$ cat config.mk
export PLATFORM = sky130hd
export DESIGN_NAME = irq_route_ctrl
export DESIGN_NICKNAME = d
export VERILOG_FILES = /design/src/rtl/irq_route_pkg.sv /design/src/rtl/irq_cfg_regs.sv /design/src/rtl/irq_pend_bank.sv /design/src/rtl/irq_line_or.sv /design/src/rtl/irq_route_ctrl.sv
export SDC_FILE = /design/constraint.sdc
export NUM_CORES = 1
export LEC_CHECK = 0
export CORE_ASPECT_RATIO = 0.7
export CORE_MARGIN = 3
export CORE_UTILIZATION = 64
export DETAILED_ROUTE_END_ITERATION = 10
export DONT_BUFFER_PORTS = 1
export GPL_ROUTABILITY_DRIVEN = 0
export PLACE_DENSITY = 0.85
export SYNTH_ARGS = -nofsm -noshare
export SYNTH_HDL_FRONTEND = slang
export SYNTH_SLANG_ARGS = --single-unit
$ cat constraint.sdc
create_clock -name clk_i -period 3.1 [get_ports clk_i]
set_input_delay 0.93 -clock clk_i [delete_from_list [all_inputs] [get_ports clk_i]]
set_output_delay 0.93 -clock clk_i [all_outputs]
set_load 0.02 [all_outputs]
$ cat src/rtl/irq_route_pkg.sv
package irq_route_pkg;
  localparam int unsigned NIB_W  = 4;
  localparam int unsigned SEL_W  = 3;
  localparam int unsigned LINE_N = 6;

  typedef struct packed {
    logic             en;
    logic [SEL_W-1:0] sel;
  } src_cfg_t;

  // codes 5 and 7 are unused
  function automatic logic [LINE_N-1:0] sel_decode(input logic [SEL_W-1:0] s);
    logic [LINE_N-1:0] r;
    r = '0;
    case (s)
      3'd0: r[0] = 1'b1;
      3'd1: r[1] = 1'b1;
      3'd2: r[2] = 1'b1;
      3'd3: r[3] = 1'b1;
      3'd4: r[4] = 1'b1;
      3'd6: r[5] = 1'b1;
      default: r = '0;
    endcase
    return r;
  endfunction
endpackage

$ cat src/rtl/irq_cfg_regs.sv
module irq_cfg_regs
  import irq_route_pkg::*;
#(
  parameter int unsigned SRC_N  = 32,
  parameter int unsigned DATA_W = 32,
  parameter int unsigned ADDR_W = 3
) (
  input  logic                           clk_i,
  input  logic                           rst_ni,
  input  logic                           we_i,
  input  logic [ADDR_W-1:0]              addr_i,
  input  logic [DATA_W-1:0]              wdata_i,
  output logic [SRC_N/(DATA_W/NIB_W)-1:0][DATA_W-1:0] regs_o,
  output src_cfg_t [SRC_N-1:0]           cfg_o
);
  localparam int unsigned PER_REG = DATA_W / NIB_W;
  localparam int unsigned REG_N   = SRC_N / PER_REG;

  logic [REG_N-1:0][DATA_W-1:0] regs_q;

  for (genvar r = 0; r < REG_N; r++) begin : g_reg
    always_ff @(posedge clk_i or negedge rst_ni) begin
      if (!rst_ni) regs_q[r] <= '0;
      else if (we_i && (int'(addr_i) == r)) regs_q[r] <= wdata_i;
    end
  end

  for (genvar n = 0; n < SRC_N; n++) begin : g_unpack
    assign cfg_o[n] = src_cfg_t'(regs_q[n / PER_REG][(n % PER_REG) * NIB_W +: NIB_W]);
  end

  assign regs_o = regs_q;


  undef_wr_chk: assert property (@(posedge clk_i) disable iff (!rst_ni)
    (we_i && (int'(addr_i) >= REG_N)) |=> $stable(regs_q));
endmodule

$ cat src/rtl/irq_pend_bank.sv
module irq_pend_bank #(
  parameter int unsigned SRC_N = 32
) (
  input  logic             clk_i,
  input  logic             rst_ni,
  input  logic [SRC_N-1:0] src_i,
  input  logic [SRC_N-1:0] clr_i,
  output logic [SRC_N-1:0] pend_o
);
  logic [SRC_N-1:0] pend_q;

  // assertion wins over a same-cycle clear
  always_ff @(posedge clk_i or negedge rst_ni) begin
    if (!rst_ni) pend_q <= '0;
    else         pend_q <= (pend_q & ~clr_i) | src_i;
  end

  assign pend_o = pend_q;


  set_chk: assert property (@(posedge clk_i) disable iff (!rst_ni)
    1'b1 |=> (($past(src_i) & ~pend_q) == '0));

  hold_chk: assert property (@(posedge clk_i) disable iff (!rst_ni)
    1'b1 |=> (($past(pend_q) & ~$past(clr_i) & ~pend_q) == '0));

  clear_chk: assert property (@(posedge clk_i) disable iff (!rst_ni)
    1'b1 |=> (($past(clr_i) & ~$past(src_i) & pend_q) == '0));
endmodule

$ cat src/rtl/irq_line_or.sv
module irq_line_or
  import irq_route_pkg::*;
#(
  parameter int unsigned SRC_N = 32
) (
  input  logic                  clk_i,
  input  logic                  rst_ni,
  input  logic [SRC_N-1:0]      pend_i,
  input  src_cfg_t [SRC_N-1:0]  cfg_i,
  output logic [LINE_N-1:0]     irq_o
);
  logic [SRC_N-1:0] en_vec;
  logic [LINE_N-1:0] line_d;
  logic [LINE_N-1:0] irq_q;
  logic [SRC_N-1:0][LINE_N-1:0] hit;

  for (genvar n = 0; n < SRC_N; n++) begin : g_src
    assign en_vec[n] = cfg_i[n].en;
    assign hit[n]    = (pend_i[n] && cfg_i[n].en) ? sel_decode(cfg_i[n].sel) : '0;
  end

  always_comb begin
    line_d = '0;
    for (int n = 0; n < SRC_N; n++) line_d |= hit[n];
  end

  always_ff @(posedge clk_i or negedge rst_ni) begin
    if (!rst_ni) irq_q <= '0;
    else         irq_q <= line_d;
  end

  assign irq_o = irq_q;


  all_off_chk: assert property (@(posedge clk_i) disable iff (!rst_ni)
    (en_vec == '0) |=> (irq_q == '0));

  idle_chk: assert property (@(posedge clk_i) disable iff (!rst_ni)
    ((pend_i & en_vec) == '0) |=> (irq_q == '0));
endmodule

$ cat src/rtl/irq_route_ctrl.sv
module irq_route_ctrl
  import irq_route_pkg::*;
#(
  parameter int unsigned SRC_N  = 32,
  parameter int unsigned DATA_W = 32,
  parameter int unsigned ADDR_W = 3
) (
  input  logic              clk_i,
  input  logic              rst_ni,
  input  logic [SRC_N-1:0]  src_i,
  input  logic              we_i,
  input  logic [ADDR_W-1:0] addr_i,
  input  logic [DATA_W-1:0] wdata_i,
  output logic [DATA_W-1:0] rdata_o,
  output logic [LINE_N-1:0] irq_o
);
  localparam int unsigned PER_REG  = DATA_W / NIB_W;
  localparam int unsigned REG_N    = SRC_N / PER_REG;
  localparam int unsigned CLR_OFS  = REG_N;
  localparam int unsigned STAT_OFS = REG_N + 1;

  logic [REG_N-1:0][DATA_W-1:0] regs;
  src_cfg_t [SRC_N-1:0]         cfg;
  logic [SRC_N-1:0]             pend;
  logic [SRC_N-1:0]             clr_vec;

  assign clr_vec = (we_i && (int'(addr_i) == CLR_OFS)) ? wdata_i[SRC_N-1:0] : '0;

  irq_cfg_regs #(.SRC_N(SRC_N), .DATA_W(DATA_W), .ADDR_W(ADDR_W)) u_cfg (
    .clk_i, .rst_ni, .we_i, .addr_i, .wdata_i,
    .regs_o(regs), .cfg_o(cfg)
  );

  irq_pend_bank #(.SRC_N(SRC_N)) u_pend (
    .clk_i, .rst_ni, .src_i, .clr_i(clr_vec), .pend_o(pend)
  );

  irq_line_or #(.SRC_N(SRC_N)) u_line (
    .clk_i, .rst_ni, .pend_i(pend), .cfg_i(cfg), .irq_o
  );

  always_comb begin
    rdata_o = '0;
    if (int'(addr_i) < REG_N)          rdata_o = regs[addr_i[$clog2(REG_N)-1:0]];
    else if (int'(addr_i) == STAT_OFS) rdata_o[SRC_N-1:0] = pend;
  end
endmodule

# Word level (Yosys, flattened, before mapping)
# Index checks and enable logic that the tools add are counted.
[word_totals]
input_bits = 70
regBits = 166
word_cells = 506
output_inout_bits = 38
[classes]
reduce_logical = 70
n_bitwise = 34
mux = 229
n_lt_le_gt_ge = 2
eq_ne = 165
[ops]
columns = ["operator", "n"]
rows = [
  ["3-bit equality test (second input constant)", 68],
  ["3-bit by 2-bit equality test with 1-bit output (second input constant)", 65],
  ["1-bit 2-to-1 mux", 192],
  ["6-bit 2-to-1 mux", 32],
  ["6-bit OR", 31],
  ["32-bit 2-to-1 mux", 4],
  ["3-bit logical NOT", 33],
  ["3-bit by 1-bit equality test with 1-bit output (second input constant)", 32],
  ["32-bit binary-select mux with 2-bit select", 1],
  ["1-bit logical AND", 37],
  ["32-bit AND", 1],
  ["32-bit inverter", 1],
  ["32-bit OR", 1],
  ["2-bit by 3-bit less-than comparator with 1-bit output (second input constant)", 1],
  ["3-bit less-than comparator (second input constant)", 1],
]

# Depth between registers and ports, before layout
[logic_depth]
ltp_word = 34
mapped_depth = 7
mapped_depth_nobuf = 5

# Hierarchy
# From an unflattened synthesis, not the netlist that was laid out.
[hier_totals]
cells_unflattened = 1026
hier_area_um2 = 10770.3
[by_module_without_submodules]
columns = ["mod", "n_inst", "cells_each", "seq_area_each_um2", "area_per_inst_um2"]
rows = [
  ["irq_cfg_regs", 1, 402, 3203.1, 5784.3],
  ["irq_line_or", 1, 342, 150.1, 2292.2],
  ["irq_route_ctrl", 1, 186, 0.0, 1532.7],
  ["irq_pend_bank", 1, 96, 800.8, 1161.1],
]

# Least setup slack after synthesis
# Ideal clock, no wire load.
[synth_timing]
kind = "input-to-output"
start = "input addr_i[1]"
end = "output rdata_o[15]"
n_path_buf = 3
arrival_time_ps = 2282
path_stages = 6
path_slack_ps = -112
required_ps = 2170
cell_sequence = "buf_2 -> buf_2 -> buf_2 -> mux4_2 -> inv_1 -> o21ai_0"
[synth_via]
elab_chain_len = 3
word_cells_on_any_way = 6
classes_between = "order compare: 1; eq/ne: 1; mux: 4"
[synth_rtl]
columns = ["element", "line_no", "rtl"]
rows = [
  ["start: declaration", "irq_route_ctrl.sv:12", "input logic [ADDR_W-1:0] addr_i,"],
  ["32-bit binary-select mux with 2-bit select / 3-bit equality test (equally long branches)", "irq_route_ctrl.sv:44, irq_route_ctrl.sv:45", ""],
  ["32-bit 2-to-1 mux (on tied branches)", "irq_route_ctrl.sv:44, irq_route_ctrl.sv:45", ""],
  ["32-bit 2-to-1 mux (*)", "irq_route_ctrl.sv:44", "if (int'(addr_i) < REG_N) rdata_o = regs[addr_i[$clog2(REG_N)-1:0]];"],
  ["end: declaration", "irq_route_ctrl.sv:14", "output logic [DATA_W-1:0] rdata_o,"],
]
# Mark *: on every way between the ends. The rest lies on a longest branch, timed or not. The select of a mux whose other input is x is not followed.

# Worst setup path in the final report
[layout_timing]
start = "input addr_i[1]"
end = "output rdata_o[2]"
# Same word-level chain as after synthesis.

==> impl_metrics.csv <==
group,metric,value,unit
timing,tns,0,ps
yosys,synth-compound-area-share,0.09755,
critical_path,path_class,"in -> out",
power_and_ir_drop,p_per_area,693.2,nW/um^2
yosys,synthesis.area,9363,um^2
yosys,ys_seq_elements,166,
yosys,synth-simple-area-share,0.2041,
route,met2WireLength,12590,um
power_and_ir_drop,p_sw_frac,0.3663,
route,ant_nets,0,
power_and_ir_drop,switchingPower,2.617,mW
clock_network,worstSkewPairLatency,440,ps
floorplan,core_area,14100,um^2
timing,finalCritPeriodShare,0.8878,
clock_network,hold_buffers,0,
hold_path,hp-class,"in -> async",
timing,tightest_slew,1176,ps
floorplan,ios,108,
layout,fillers,996,
global_route,grt_max_degree,167,
critical_path,crit_required,2170,ps
power_and_ir_drop,power.internal,4.528,mW
critical_path,cp-start-kind,"primary input",
yosys,synth_edf_count,0,
yosys,synth_top_cell_by_area,"dfrtp_1",
clock_network,clock-root-buffer,"clkbuf_16",
global_route,grtUsageTotal,0.3796,
yosys,synth-main-ff-cell,"dfrtp_1",
yosys,synthesis.instances,879,
yosys,yosys-top-cells-area,"dfrtp_1 44%, mux2_2 14%, mux4_2 7.2%",
yosys,yosysWarningCount,0,
global_route,first_global_vias,7708,
yosys,synth_top_area_frac,0.4437,
clock_network,cts_tree,"yes",
route,topRoutingLayerUsed,"met5",
clock_network,post_cts_buffers,0,
route,first_pass_iters,11,
floorplan,start_util,0.6641,
yosys,syn_nets,949,
status,status,"completed",
yosys,synth_area_per_cell,10.65,um^2
route,routedWlPerCell,27.06,um
timing,fin_ws,347.7,ps
clock_network,clock_tree.buffer_depth,2,
power_and_ir_drop,peakVddDrop,0.4837,mV
critical_path,critPathArrivalTime,1820,ps
yosys,synthAdderAreaFrac,0,
yosys,synth.distinct_cells,44,
power_and_ir_drop,clkPwrFrac,0.278,
route,first_iter_violations,1410,
placement,hpwl,20960,um
layout,fin_nets,972,
clock_network,clock-sinks,166,
floorplan,rows,36,
timing,finalSetupViolCount,0,
timing,drv_slew,0,
timing,maxSlewHeadroom,0.1956,
timing,rsz0062_at_grt,"false",
yosys,synth_xor_area_frac,0,
global_route,overflow,0,
floorplan,die-area,16140,um^2
placement,port_buffers,0,
power_and_ir_drop,power_frac_seq,0.468,
route,wl_met1,11560,um
timing,hold_violations,0,
floorplan,fp.dieH,107.2,um
floorplan,die_w,150.6,um
clock_network,cts_buffers,17,
global_route,grt_first_pass_wirelength,45570,um
power_and_ir_drop,p_comb_frac,0.254,
route,vias,8171,
timing,fmax,363.3,MHz
run,max_cap_violations,0,
placement,pre_cts_slack,407.3,ps
timing,finClkSkew,9.598,ps
route,drc_errors,0,
yosys,synth_top_family_by_area,"multiplexers",
global_route,antenna_found_initial,1,
route,wl_met3,4651,um
yosys,synthMuxAreaShare,0.2137,
clock_network,post_cts_resized,0,
clock_network,htreeDepth,4,
critical_path,endpoint_kind,"primary output",
critical_path,cp_max_fo,38,
yosys,seq_area_frac_synth,0.4437,
layout,drive_gt1_frac,0.2404,
timing,period_minus_slack,2752,ps
clock_network,clk_pin_slew_worst_paths,70,ps
route,wl,29930,um
layout,area_growth,10.09,%
route,viasPerCell,7.388,
power_and_ir_drop,cellLeakagePower,4.042,nW
yosys,synthArstFlopShare,1.000,
## cell families after synthesis
kind of cell           after synthesis
AO/OA/AOI/OAI                      134
buffers and inverters               92
flip-flops                         166
multiplexers                       145
AND/OR/NAND/NOR                    342
## state kept, by name, summed over array words and instances (netlist names)
register and count:
u_cfg.cfg_o 128, u_line.irq_o 6, u_pend.pend_o 32
## cells in the mapped netlist, types with 2 or more instances
cell type / instances
a221oi_1: 3
nand4_1: 14
buf_4: 3
nand2_2: 2
and4b_1: 7
nor2b_1: 5
and3b_1: 2
nand4b_1: 3
nand3_1: 16
nand3b_1: 2
a311oi_1: 2
dfrtp_1: 166
a21oi_1: 5
buf_2: 20
nand2_1: 114
mux2_2: 113
a32oi_1: 6
nor3_1: 27
or4_1: 4
a211oi_1: 2
clkbuf_2: 2
nor4bb_1: 7
a31oi_1: 8
clkbuf_1: 10
nor3b_1: 18
inv_1: 57
a2111oi_0: 11
a21o_1: 32
mux4_1: 2
a22oi_1: 11
nor4b_1: 34
o21ai_0: 47
a211o_1: 2
nor4_1: 54
mux4_2: 30
nor2_1: 30
## final cells by class
cell class / instances / area [um^2] / area share
antenna: 1 / 2.502 / 0.0002428
clock buffer: 20 / 446.7 / 0.04334
clock inverter: 12 / 92.59 / 0.008983
inverter: 57 / 214.0 / 0.02076
multi-input combinational: 621 / 4842 / 0.4698
sequential: 166 / 4154 / 0.4030
tap: 190 / 237.7 / 0.02306
timing repair buffer: 39 / 317.8 / 0.03083
## worst paths after layout
path                       depth (start not counted)               from                 to  slack (ps)
max                                                5          addr_i[1]         rdata_o[2]         350
min                                                0             rst_ni  u_pend.pend_o[28]         190
max reg2reg                                        5  u_pend.pend_o[28]    u_line.irq_o[4]         680
min reg2reg                                        1  u_pend.pend_o[20]  u_pend.pend_o[20]         520
max in group asynchronous                          0             rst_ni     u_cfg.cfg_o[9]        2630
min in group clk_i                                 1  u_pend.pend_o[20]  u_pend.pend_o[20]         520
## cells in the final DEF, fill, tap and decap left out, types with 16 or more instances in the layout
master and n:
nor4_1 54, nor3_1 26, o21ai_0 27, nor4b_1 34, dfrtp_1 166, mux2_2 113, nand2_1 114, clkbuf_16 17
nor3b_1 17, a21o_1 32, nor2_1 29, buf_4 37, mux4_2 30, o21ai_1 20, nand3_1 16, inv_1 57
## power groups by stage
stage          sequential (mW)  clock (mW)  combinational, mW
4_1_cts                   3.29        1.99               1.75
5_1_grt                   3.38        2.08               1.92
3_5_place_dp              3.32           0               1.73
6_report                  3.35        1.98               1.82
2_1_floorplan             3.04           0               1.34
3_3_place_gp              3.29           0               1.68
## through the flow
| step | cells | utilization | total power, mW | hold slack, ps | instance area [um^2] |
|---|---|---|---|---|---|
| 5_1_grt | 1105 | 0.7309 | 7.378 | 180.5 | 10300 |
| 3_3_place_gp | 1073 | 0.6927 | 4.965 | 491.3 | 9766 |
| 2_1_floorplan | 879 | - | 4.380 | 471.0 | 9365 |
| 4_1_cts | 1105 | 0.7309 | 7.019 | 185.3 | 10300 |
| 3_5_place_dp | 1073 | 0.6927 | 5.042 | 498.5 | 9766 |
| 6_report | 1106 | 0.7311 | 7.145 | 189.1 | 10310 |
## worst max-delay path: stages
cell	delay (ps)
and3b_1	220
buf_4	260
nand2_1	100
o21ai_0	110
buf_4	180
## per-layer routing
layer,global-route usage,vias up
met5,0.03333,-
met4,0.1012,6
met3,0.1812,147
met2,0.5382,642
met1,0.5231,3988
li1,-,3388
(Power assumes the default switching activity.)
